$ cat src/rtl/spi_mem_pkg.sv
package spi_mem_pkg;
  localparam int BYTE_W = 8;
  localparam int CMD_BITS = 8;
  localparam int ADDR_FIELD_BITS = 16;
  localparam int ADDR_LAST_CNT = CMD_BITS + ADDR_FIELD_BITS - 1;

  typedef enum logic [1:0] {PH_CMD, PH_ADDR, PH_DATA, PH_IDLE} phase_t;
  typedef enum logic [2:0] {
    CMD_NONE, CMD_WREN, CMD_WRDI, CMD_READ, CMD_WRITE, CMD_RDSR, CMD_WRSR
  } cmd_t;

  function automatic cmd_t decode_cmd(input logic [BYTE_W-1:0] code);
    case (code)
      8'h06:   return CMD_WREN;
      8'h04:   return CMD_WRDI;
      8'h03:   return CMD_READ;
      8'h02:   return CMD_WRITE;
      8'h05:   return CMD_RDSR;
      8'h01:   return CMD_WRSR;
      default: return CMD_NONE;
    endcase
  endfunction

  function automatic logic cmd_streams_out(input cmd_t c);
    return (c == CMD_READ) || (c == CMD_RDSR);
  endfunction
endpackage

$ cat src/rtl/spi_edge_gate.sv
module spi_edge_gate (
  input  logic clk,
  input  logic rst_n,
  input  logic sck,
  input  logic hold_n,
  output logic rise_ev,
  output logic fall_ev
);
  logic sck_q;

  always_ff @(posedge clk or negedge rst_n) begin
    if (!rst_n) sck_q <= 1'b0;
    else        sck_q <= sck;
  end

  assign rise_ev = sck & ~sck_q & hold_n;
  assign fall_ev = ~sck & sck_q & hold_n;

  assert_edges_exclusive_R1: assert property (@(posedge clk) disable iff (!rst_n)
    !(rise_ev && fall_ev));
endmodule

$ cat src/rtl/spi_tx_shifter.sv
module spi_tx_shifter #(
  parameter int W = 8
) (
  input  logic         clk,
  input  logic         rst_n,
  input  logic         clear,
  input  logic         load,
  input  logic         shift,
  input  logic [W-1:0] load_data,
  output logic         tx_bit,
  output logic         active
);
  logic [W-1:0] sr;

  always_ff @(posedge clk or negedge rst_n) begin
    if (!rst_n) begin
      sr     <= '0;
      active <= 1'b0;
    end else if (clear) begin
      active <= 1'b0;
    end else if (load) begin
      sr     <= load_data;
      active <= 1'b1;
    end else if (shift) begin
      sr     <= {sr[W-2:0], 1'b0};
    end
  end

  assign tx_bit = sr[W-1];

  // output bit moves only after a load or a shift request
  assert_so_stable_R2: assert property (@(posedge clk) disable iff (!rst_n)
    (active && $past(active) && !$past(load) && !$past(shift)) |-> $stable(tx_bit));
endmodule

$ cat src/rtl/spi_mem_frontend.sv
module spi_mem_frontend
  import spi_mem_pkg::*;
#(
  parameter int MEM_AW = 10
) (
  input  logic              clk,
  input  logic              rst_n,
  input  logic              cs_n,
  input  logic              sck,
  input  logic              si,
  input  logic              hold_n,
  input  logic [7:0]        status_in,
  input  logic [7:0]        rd_data,
  output logic              so,
  output logic              so_oe,
  output logic [MEM_AW-1:0] rd_addr,
  output logic              wren_req,
  output logic              wrdi_req,
  output logic              wr_req,
  output logic [MEM_AW-1:0] wr_addr,
  output logic [7:0]        wr_data,
  output logic              wrsr_req,
  output logic [7:0]        wrsr_data
);
  localparam int CNT_W = $clog2(ADDR_LAST_CNT + 1);
  localparam logic [CNT_W-1:0] CMD_LAST = CNT_W'(CMD_BITS - 1);
  localparam logic [CNT_W-1:0] ADDR_LAST = CNT_W'(ADDR_LAST_CNT);

  logic rise_ev, fall_ev;
  phase_t phase;
  cmd_t cmd;
  logic [CNT_W-1:0] cnt;
  logic [2:0] bidx;
  logic [BYTE_W-2:0] in_sr;
  logic [MEM_AW-1:0] addr;
  logic tx_bit, tx_active;

  // named internal events
  logic [BYTE_W-1:0] byte_in;
  logic cmd_done, addr_done, byte_done;
  logic tx_load, tx_shift;
  cmd_t cmd_now;

  assign byte_in   = {in_sr, si};
  assign cmd_now   = decode_cmd(byte_in);
  assign cmd_done  = rise_ev && phase == PH_CMD && cnt == CMD_LAST;
  assign addr_done = rise_ev && phase == PH_ADDR && cnt == ADDR_LAST;
  assign byte_done = rise_ev && phase == PH_DATA && bidx == 3'd7;
  assign tx_load   = fall_ev && !cs_n && phase == PH_DATA && bidx == 3'd0
                     && cmd_streams_out(cmd);
  assign tx_shift  = fall_ev && !cs_n && phase == PH_DATA && bidx != 3'd0;

  spi_edge_gate u_edge (
    .clk(clk), .rst_n(rst_n), .sck(sck), .hold_n(hold_n),
    .rise_ev(rise_ev), .fall_ev(fall_ev)
  );

  spi_tx_shifter #(.W(BYTE_W)) u_tx (
    .clk(clk), .rst_n(rst_n), .clear(cs_n), .load(tx_load), .shift(tx_shift),
    .load_data((cmd == CMD_RDSR) ? status_in : rd_data),
    .tx_bit(tx_bit), .active(tx_active)
  );

  always_ff @(posedge clk or negedge rst_n) begin
    if (!rst_n) begin
      phase <= PH_CMD; cmd <= CMD_NONE; cnt <= '0; bidx <= '0;
      in_sr <= '0; addr <= '0;
      wren_req <= 1'b0; wrdi_req <= 1'b0; wr_req <= 1'b0; wrsr_req <= 1'b0;
      wr_addr <= '0; wr_data <= '0; wrsr_data <= '0;
    end else begin
      wren_req <= 1'b0; wrdi_req <= 1'b0; wr_req <= 1'b0; wrsr_req <= 1'b0;
      if (cs_n) begin
        phase <= PH_CMD; cmd <= CMD_NONE; cnt <= '0; bidx <= '0;
      end else if (rise_ev) begin
        in_sr <= byte_in[BYTE_W-2:0];
        case (phase)
          PH_CMD: begin
            cnt <= cnt + 1'b1;
            if (cmd_done) begin
              cmd  <= cmd_now;
              bidx <= '0;
              case (cmd_now)
                CMD_WREN:             begin wren_req <= 1'b1; phase <= PH_IDLE; end
                CMD_WRDI:             begin wrdi_req <= 1'b1; phase <= PH_IDLE; end
                CMD_READ, CMD_WRITE:  phase <= PH_ADDR;
                CMD_RDSR, CMD_WRSR:   phase <= PH_DATA;
                default:              phase <= PH_IDLE;
              endcase
            end
          end
          PH_ADDR: begin
            cnt  <= cnt + 1'b1;
            addr <= {addr[MEM_AW-2:0], si};
            if (addr_done) begin
              phase <= PH_DATA;
              bidx  <= '0;
            end
          end
          PH_DATA: begin
            bidx <= bidx + 1'b1;
            if (byte_done) begin
              case (cmd)
                CMD_WRITE: begin
                  wr_req  <= 1'b1;
                  wr_addr <= addr;
                  wr_data <= byte_in;
                  addr    <= addr + 1'b1;
                end
                CMD_READ: addr <= addr + 1'b1;
                CMD_WRSR: begin
                  wrsr_req  <= 1'b1;
                  wrsr_data <= byte_in;
                end
                default: ;
              endcase
            end
          end
          default: ;
        endcase
      end
    end
  end

  assign rd_addr = addr;
  assign so_oe   = tx_active & ~cs_n & hold_n;
  assign so      = so_oe & tx_bit;

  assert_one_request_R3: assert property (@(posedge clk) disable iff (!rst_n)
    $onehot0({wren_req, wrdi_req, wr_req, wrsr_req}));

  assert_addr_step_R5: assert property (@(posedge clk) disable iff (!rst_n)
    (phase == PH_DATA && $past(phase) == PH_DATA && !$stable(rd_addr))
      |-> rd_addr == MEM_AW'($past(rd_addr) + 1'b1));

  assert_idle_silent_R9: assert property (@(posedge clk) disable iff (!rst_n)
    (phase == PH_IDLE) |-> !so_oe);

  assert_hold_freeze_R10: assert property (@(posedge clk) disable iff (!rst_n)
    (!hold_n && !cs_n) |=> ($stable(in_sr) && $stable(addr) && $stable(bidx) && $stable(cnt)));

  assert_cs_abandon_R11: assert property (@(posedge clk) disable iff (!rst_n)
    cs_n |=> (phase == PH_CMD && cnt == '0 && !so_oe));
endmodule

$ cat config.mk
export PLATFORM = sky130hd
export DESIGN_NAME = spi_mem_frontend
export DESIGN_NICKNAME = d
export VERILOG_FILES = /design/src/rtl/spi_mem_pkg.sv /design/src/rtl/spi_edge_gate.sv /design/src/rtl/spi_tx_shifter.sv /design/src/rtl/spi_mem_frontend.sv
export SDC_FILE = /design/constraint.sdc
export NUM_CORES = 1
export LEC_CHECK = 0
export BUFFER_PORTS_ARGS = -buffer_cell sky130_fd_sc_hd__buf_2
export CAP_MARGIN = 40
export CELL_PAD_IN_SITES_DETAIL_PLACEMENT = 1
export CELL_PAD_IN_SITES_GLOBAL_PLACEMENT = 2
export CORE_ASPECT_RATIO = 2
export CORE_MARGIN = 3
export CORE_UTILIZATION = 36
export CTS_CLUSTER_DIAMETER = 50
export DETAILED_ROUTE_END_ITERATION = 8
export PLACE_DENSITY_LB_ADDON = 0.1
export SYNTH_ARGS = -nofsm -noshare
export SYNTH_HDL_FRONTEND = slang
export SYNTH_HIERARCHICAL = 1
export SYNTH_SLANG_ARGS = --single-unit
$ cat constraint.sdc
create_clock -name clk -period 2.95 [get_ports clk]
set_input_delay 0.295 -clock clk [delete_from_list [all_inputs] [get_ports clk]]
set_output_delay 0.295 -clock clk [all_outputs]
set_load 0.01 [all_outputs]
### Yosys cells after proc, flatten, opt, wreduce, memory -nomap -nowiden

Cells that the tools add are included.

* word-level logic and storage cells: 139
* input bits: 22
* bits in registers: 70

* equal/unequal tests: 25
* mux-type cells: 47
* add/subtract/negate cells: 3
* reductions and logical operators: 38
* bitwise gates (word level): 10

Operator list (count)
* 8-bit by 3-bit == test with 1-bit output, second input constant: 3
* 3-bit 2-to-1 mux: 8
* 8-bit 2-to-1 mux: 3
* 1-bit 2-to-1 mux: 22
* 3-bit == test, second input constant: 7
* 10-bit 2-to-1 mux: 2
* 10-bit case mux with 2 select lines: 1
* 3-bit case mux with 6 select lines: 1
* 8-bit by 2-bit == test with 1-bit output, second input constant: 2
* 5-bit 2-to-1 mux: 3
* 5-bit AND reduction: 3
* 2-bit nonzero test: 7
* 1-bit logical AND: 11
* 10-bit by 1-bit adder with 10-bit output, second input constant: 1
* 3-bit by 2-bit == test with 1-bit output, second input constant: 3
* 3-bit case mux with 3 select lines: 1
* 8-bit by 1-bit == test with 1-bit output, second input constant: 1
* 2-bit 2-to-1 mux: 4
* 2-bit case mux with 2 select lines: 2
* 4-bit AND reduction: 2
* 2-bit OR reduction: 4
* 1-bit AND: 7
* 3-bit inequality test, second input constant: 2
* 2-bit AND reduction: 3
* other kinds (16): 20

### Depth between registers and ports, before layout

* word-level depth: 9
* mapped depth: 11

### Modules after synthesis

Netlist, hierarchy kept.

By module, submodules not included
* spi_mem_frontend: cells each 269, area an instance 3090.5 um^2, sequential area each 1501.4 um^2, instances 1
* spi_tx_shifter: cells each 45, area an instance 427.9 um^2, sequential area each 225.2 um^2, instances 1
* spi_edge_gate: cells each 3, area an instance 42.5 um^2, sequential area each 25.0 um^2, instances 1

### Worst setup path after synthesis

OpenSTA, ideal clock, no wires.

* kind: reg-to-reg
* from: reg phase[0]
* to: reg u_tx.sr[5]
* clock period less this slack: 2306 ps
* setup time: 123 ps
* setup slack: 644 ps
* data required time: 2827 ps
* cell stages (with the launch flop): 11
* arrival time: 2184 ps
* path through: dfrtp_1 > inv_1 > ha_1 > buf_2 > inv_1 > nor2_1 > nand2_1 > nor4b_1 > nand2b_1 > buf_2 > o221a_2

* longest elaborated chain between the ends: 6
* elaborated cells between the ends (all ways): 8
* classes of those cells: eq/ne (1); mux (1); reduce/logical (6)

Ends and longest elaborated chain
* start: declaration: line spi_mem_frontend.sv:30 `phase_t phase;`
* start signal: assignment: line spi_mem_frontend.sv:66 `phase <= PH_CMD; cmd <= CMD_NONE; cnt <= '0; bidx <= '0;`
* start signal: assignment: line spi_mem_frontend.sv:73 `phase <= PH_CMD; cmd <= CMD_NONE; cnt <= '0; bidx <= '0;`
* start signal: assignment: line spi_mem_frontend.sv:83 `CMD_WREN: begin wren_req <= 1'b1; phase <= PH_IDLE; end`
* 2-bit == test (*): line spi_mem_frontend.sv:49 `assign tx_load = fall_ev && !cs_n && phase == PH_DATA && bidx == 3'd0`
* 1-bit logical AND (*) (2 in a row): line spi_mem_frontend.sv:49
* 1-bit logical AND (*): line spi_mem_frontend.sv:50 `&& cmd_streams_out(cmd);`
* net tx_load: line spi_mem_frontend.sv:41 `logic tx_load, tx_shift;`
* 2-bit nonzero test (no source line)
* 2-bit AND reduction (no source line)
* end signal: assignment: line spi_tx_shifter.sv:22 `sr <= load_data;`
* end signal: assignment: line spi_tx_shifter.sv:25 `sr <= {sr[W-2:0], 1'b0};`
* end: declaration: line spi_tx_shifter.sv:13 `logic [W-1:0] sr;`

Mark *: on every way through the listed nets, which the timed path passes. The rest lies on a longest branch.
A chain may end at the register's enable or synchronous reset.

### Worst setup path after layout

Same ends and word-level chain as after synthesis.

==> flow_metrics.env <==
export IMPL_fin_skew_ps=6.43
export IMPL_drive_above_1_share_pct=34.0
export IMPL_worst_slew_pin_slew_ps=541
export IMPL_post_cts_resize_count=0
export IMPL_tns_ps=0
export IMPL_hp_class="input pin to async pin"
export IMPL_yosysMostFrequentCell="dfrtp_1"
export IMPL_status="completed"
export IMPL_seqPwrFrac_pct=46.5
export IMPL_vias_per_cell=5.39
export IMPL_drc=0
export IMPL_synth_cells=317
export IMPL_synth_edff_count=0
export IMPL_ys_flop_type="dfrtp_1"
export IMPL_hpwl_um=6480
export IMPL_root_buffer="clkbuf_16"
export IMPL_criticalPathCategory="flop to flop"
export IMPL_path_clk_slew_ps=60
export IMPL_fin_cells=518
export IMPL_start_util_pct=37.4
export IMPL_internal_power_w=0.00165
export IMPL_yosys_warnings=6
export IMPL_hold_viol=0
export IMPL_antenna_found_initial=0
export IMPL_fin_crit_ps=2240
export IMPL_grt_pass1_vias=3016
export IMPL_clock_sinks=70
export IMPL_routed_wl_um=9030
export IMPL_ys_ff_latch=70
export IMPL_syn_num_nets=347
export IMPL_first_iter_violations=84
export IMPL_arrival_ps=2510
export IMPL_drv_slew=0
export IMPL_timing_hold_ws_ps=3.37
export IMPL_clk_latency_ps=340
export IMPL_critPathLaunchType="flop"
export IMPL_swShare_pct=26.6
export IMPL_synth_top_area_share_pct=49.2
export IMPL_grt_max_degree=36
export IMPL_clock_power_share_pct=45.5
export IMPL_synth_seq_area_share_pct=49.2
export IMPL_fin_nets=413
export IMPL_syn_area_um2=3560
export IMPL_antenna_left=0
export IMPL_vias=2790
export IMPL_finalCritPeriodShare_pct=75.8
export IMPL_synth_area_leaders="dfrtp_1 (49%), mux2_2 (10%), mux2_1 (2.8%)"
export IMPL_post_cts_buffers=0
export IMPL_end_kind="flop"
export IMPL_wl_per_cell_um=17.4
export IMPL_critPathTopFamily="simple AND/OR/NAND/NOR gates"
export IMPL_leakagePower_nw=2.13
export IMPL_dieArea_um2=11200
export IMPL_cp_cell_sequence="inv_1, ha_1, inv_1, nor2_1, nand2_1, nor4b_2, buf_4, nor2_1, nor2_1, o221a_2"
export IMPL_synth_avg_cell_area_um2=11.2
export IMPL_grt_pass1_wl_um=15200
export IMPL_share_comb_of_total_power_pct=8.0
export IMPL_diodes=0
export IMPL_core_area_um2=9510
export IMPL_slew_headroom_pct=63.7
export IMPL_rsz0062_at_grt="false"
export IMPL_powerDensity_nw_per_um2=525
export IMPL_io_buffers=63
export IMPL_die_h_um=147
export IMPL_cp_required_ps=3230
export IMPL_rows=50
export IMPL_num_io_pins=64
export IMPL_cts_tree="built"
export IMPL_critPathSlowestCell="dfrtp_1"
export IMPL_die_w_um=76.3
export IMPL_ctsHoldBuffers=0
export IMPL_place_gp_congestion=0.801
export IMPL_area_delta_synth_final_pct=20.2
export IMPL_synth_cell_types=60
export IMPL_utilization_pct=45.0
export IMPL_grt_usage_pct=17.3
export IMPL_grt_ovfl_total=0
export IMPL_synth_common_cells="dfrtp_1 (70), mux2_2 (32), nor2_1 (23), nand2_1 (20), inv_1 (14)"
export IMPL_synth_largest_area_cell="dfrtp_1"
export IMPL_dp_cells=502
export IMPL_critPathMostFrequentCell="nor2_1"
export IMPL_path_buf_inv=3
export IMPL_cap_violations=0
export IMPL_htree_levels=3
export IMPL_cts_buffers=9
export IMPL_finalSetupViolCount=0
export IMPL_cts_max_path_buffers=2
export IMPL_ir_worst_vdd_mv=0.384
export IMPL_drt_first_pass_iters=4
export IMPL_cp_max_fo=13
export IMPL_power_switching_w=0.000598
export IMPL_async_flop_share_pct=100
export IMPL_cpPeakStageDelay_ps=380
export IMPL_clock_fmax_mhz=447
final cells by class:
class	count	area [um^2]
fill	1107	5230
clock inverter	7	57.6
inverter	14	52.6
timing repair buffer	69	360
multi-input combinational	219	1670
clock buffer	9	225
tap	130	163
sequential	70	1750
placed cells by master, fill, tap and decap left out, types with 4 or more instances in the layout:
master     count
o22ai_1        9
o32ai_1        5
nand4_1        4
dfrtp_1       70
o21ai_0        7
a21oi_1        9
mux2_2        32
buf_2         63
nor2_1        23
inv_1         14
clkbuf_16      9
nand2b_1       5
buf_4          6
nand2_1       20
nor3_1        13
a31oi_1        5
ha_1           8
mux2_1         9
mux2i_1        5
layer usage:
metal / part of all wire [%] / track usage, % / up-vias
met3: 3.0 / 3.21 / 16
met2: 56 / 32.2 / 57
met1: 38 / 18.3 / 1421
met5: 0 / 0 / -
met4: 2.4 / 8.44 / 0
li1: - / - / 1296
per-stage QoR:
step | setup slack [ps] | cell area [um^2] | total power, W
final | 715 | 4280 | 0.00225
after global routing | 494 | 4280 | 0.00236
after CTS | 678 | 4280 | 0.00229
after detailed placement | 679 | 4000 | 0.00125
after floorplan | 644 | 3560 | 0.00117
after global placement | 791 | 4000 | 0.00124
registers in the layout, indices dropped and copies added, names as in the netlist:
name          flops
wr_req            1
bidx              3
wrsr_data         8
wr_addr          10
u_edge/sck_q      1
u_tx/active       1
wrdi_req          1
in_sr             7
wren_req          1
u_tx/sr           8
cnt               5
rd_addr          10
phase             2
wrsr_req          1
cmd               3
wr_data           8
power by group through the flow:
stage / Combinational (W) / Sequential (W) / Clock (W)
2_1_floorplan: 0.000138 / 0.00103 / 0
3_3_place_gp: 0.000177 / 0.00106 / 0
3_5_place_dp: 0.000183 / 0.00107 / 0
4_1_cts: 0.000184 / 0.00105 / 0.00106
5_1_grt: 0.000201 / 0.00105 / 0.00110
6_report: 0.000179 / 0.00105 / 0.00102
worst reg2reg max path: stages, from the launching register on:
cell and delay [ps]:
dfrtp_1 380, inv_1 110, ha_1 170, inv_1 150, nor2_1 260, nand2_1 120, nor4b_2 320, buf_4 240
nor2_1 90, nor2_1 130, o221a_2 210
worst paths after layout:
check	from	cells past startpoint	endpoint	slack, ps
setup / recovery	phase[0]	10	u_tx/sr[5]	710
hold / removal	rst_n	2	wr_addr[6]	3
setup reg to reg	phase[0]	10	u_tx/sr[5]	710
hold reg to reg	wr_data[3]	1	wr_data[3]	490
max in group asynchronous	rst_n	2	u_tx/sr[6]	2590
min in group clk	sck	1	u_edge/sck_q	80
cell families after synthesis:
kind of cell | count (synthesis) | synth area share, %
AOI/OAI and AO/OA | 55 | 11.3
buffers and inverters | 28 | 4.04
DFF | 70 | 49.2
muxes | 46 | 14.4
adders and majority gates | 8 | 2.81
and+or+nand+nor | 104 | 16.8
xor gates and xnor gates | 6 | 1.48
Note: power is estimated with default switching activity, not from simulation.
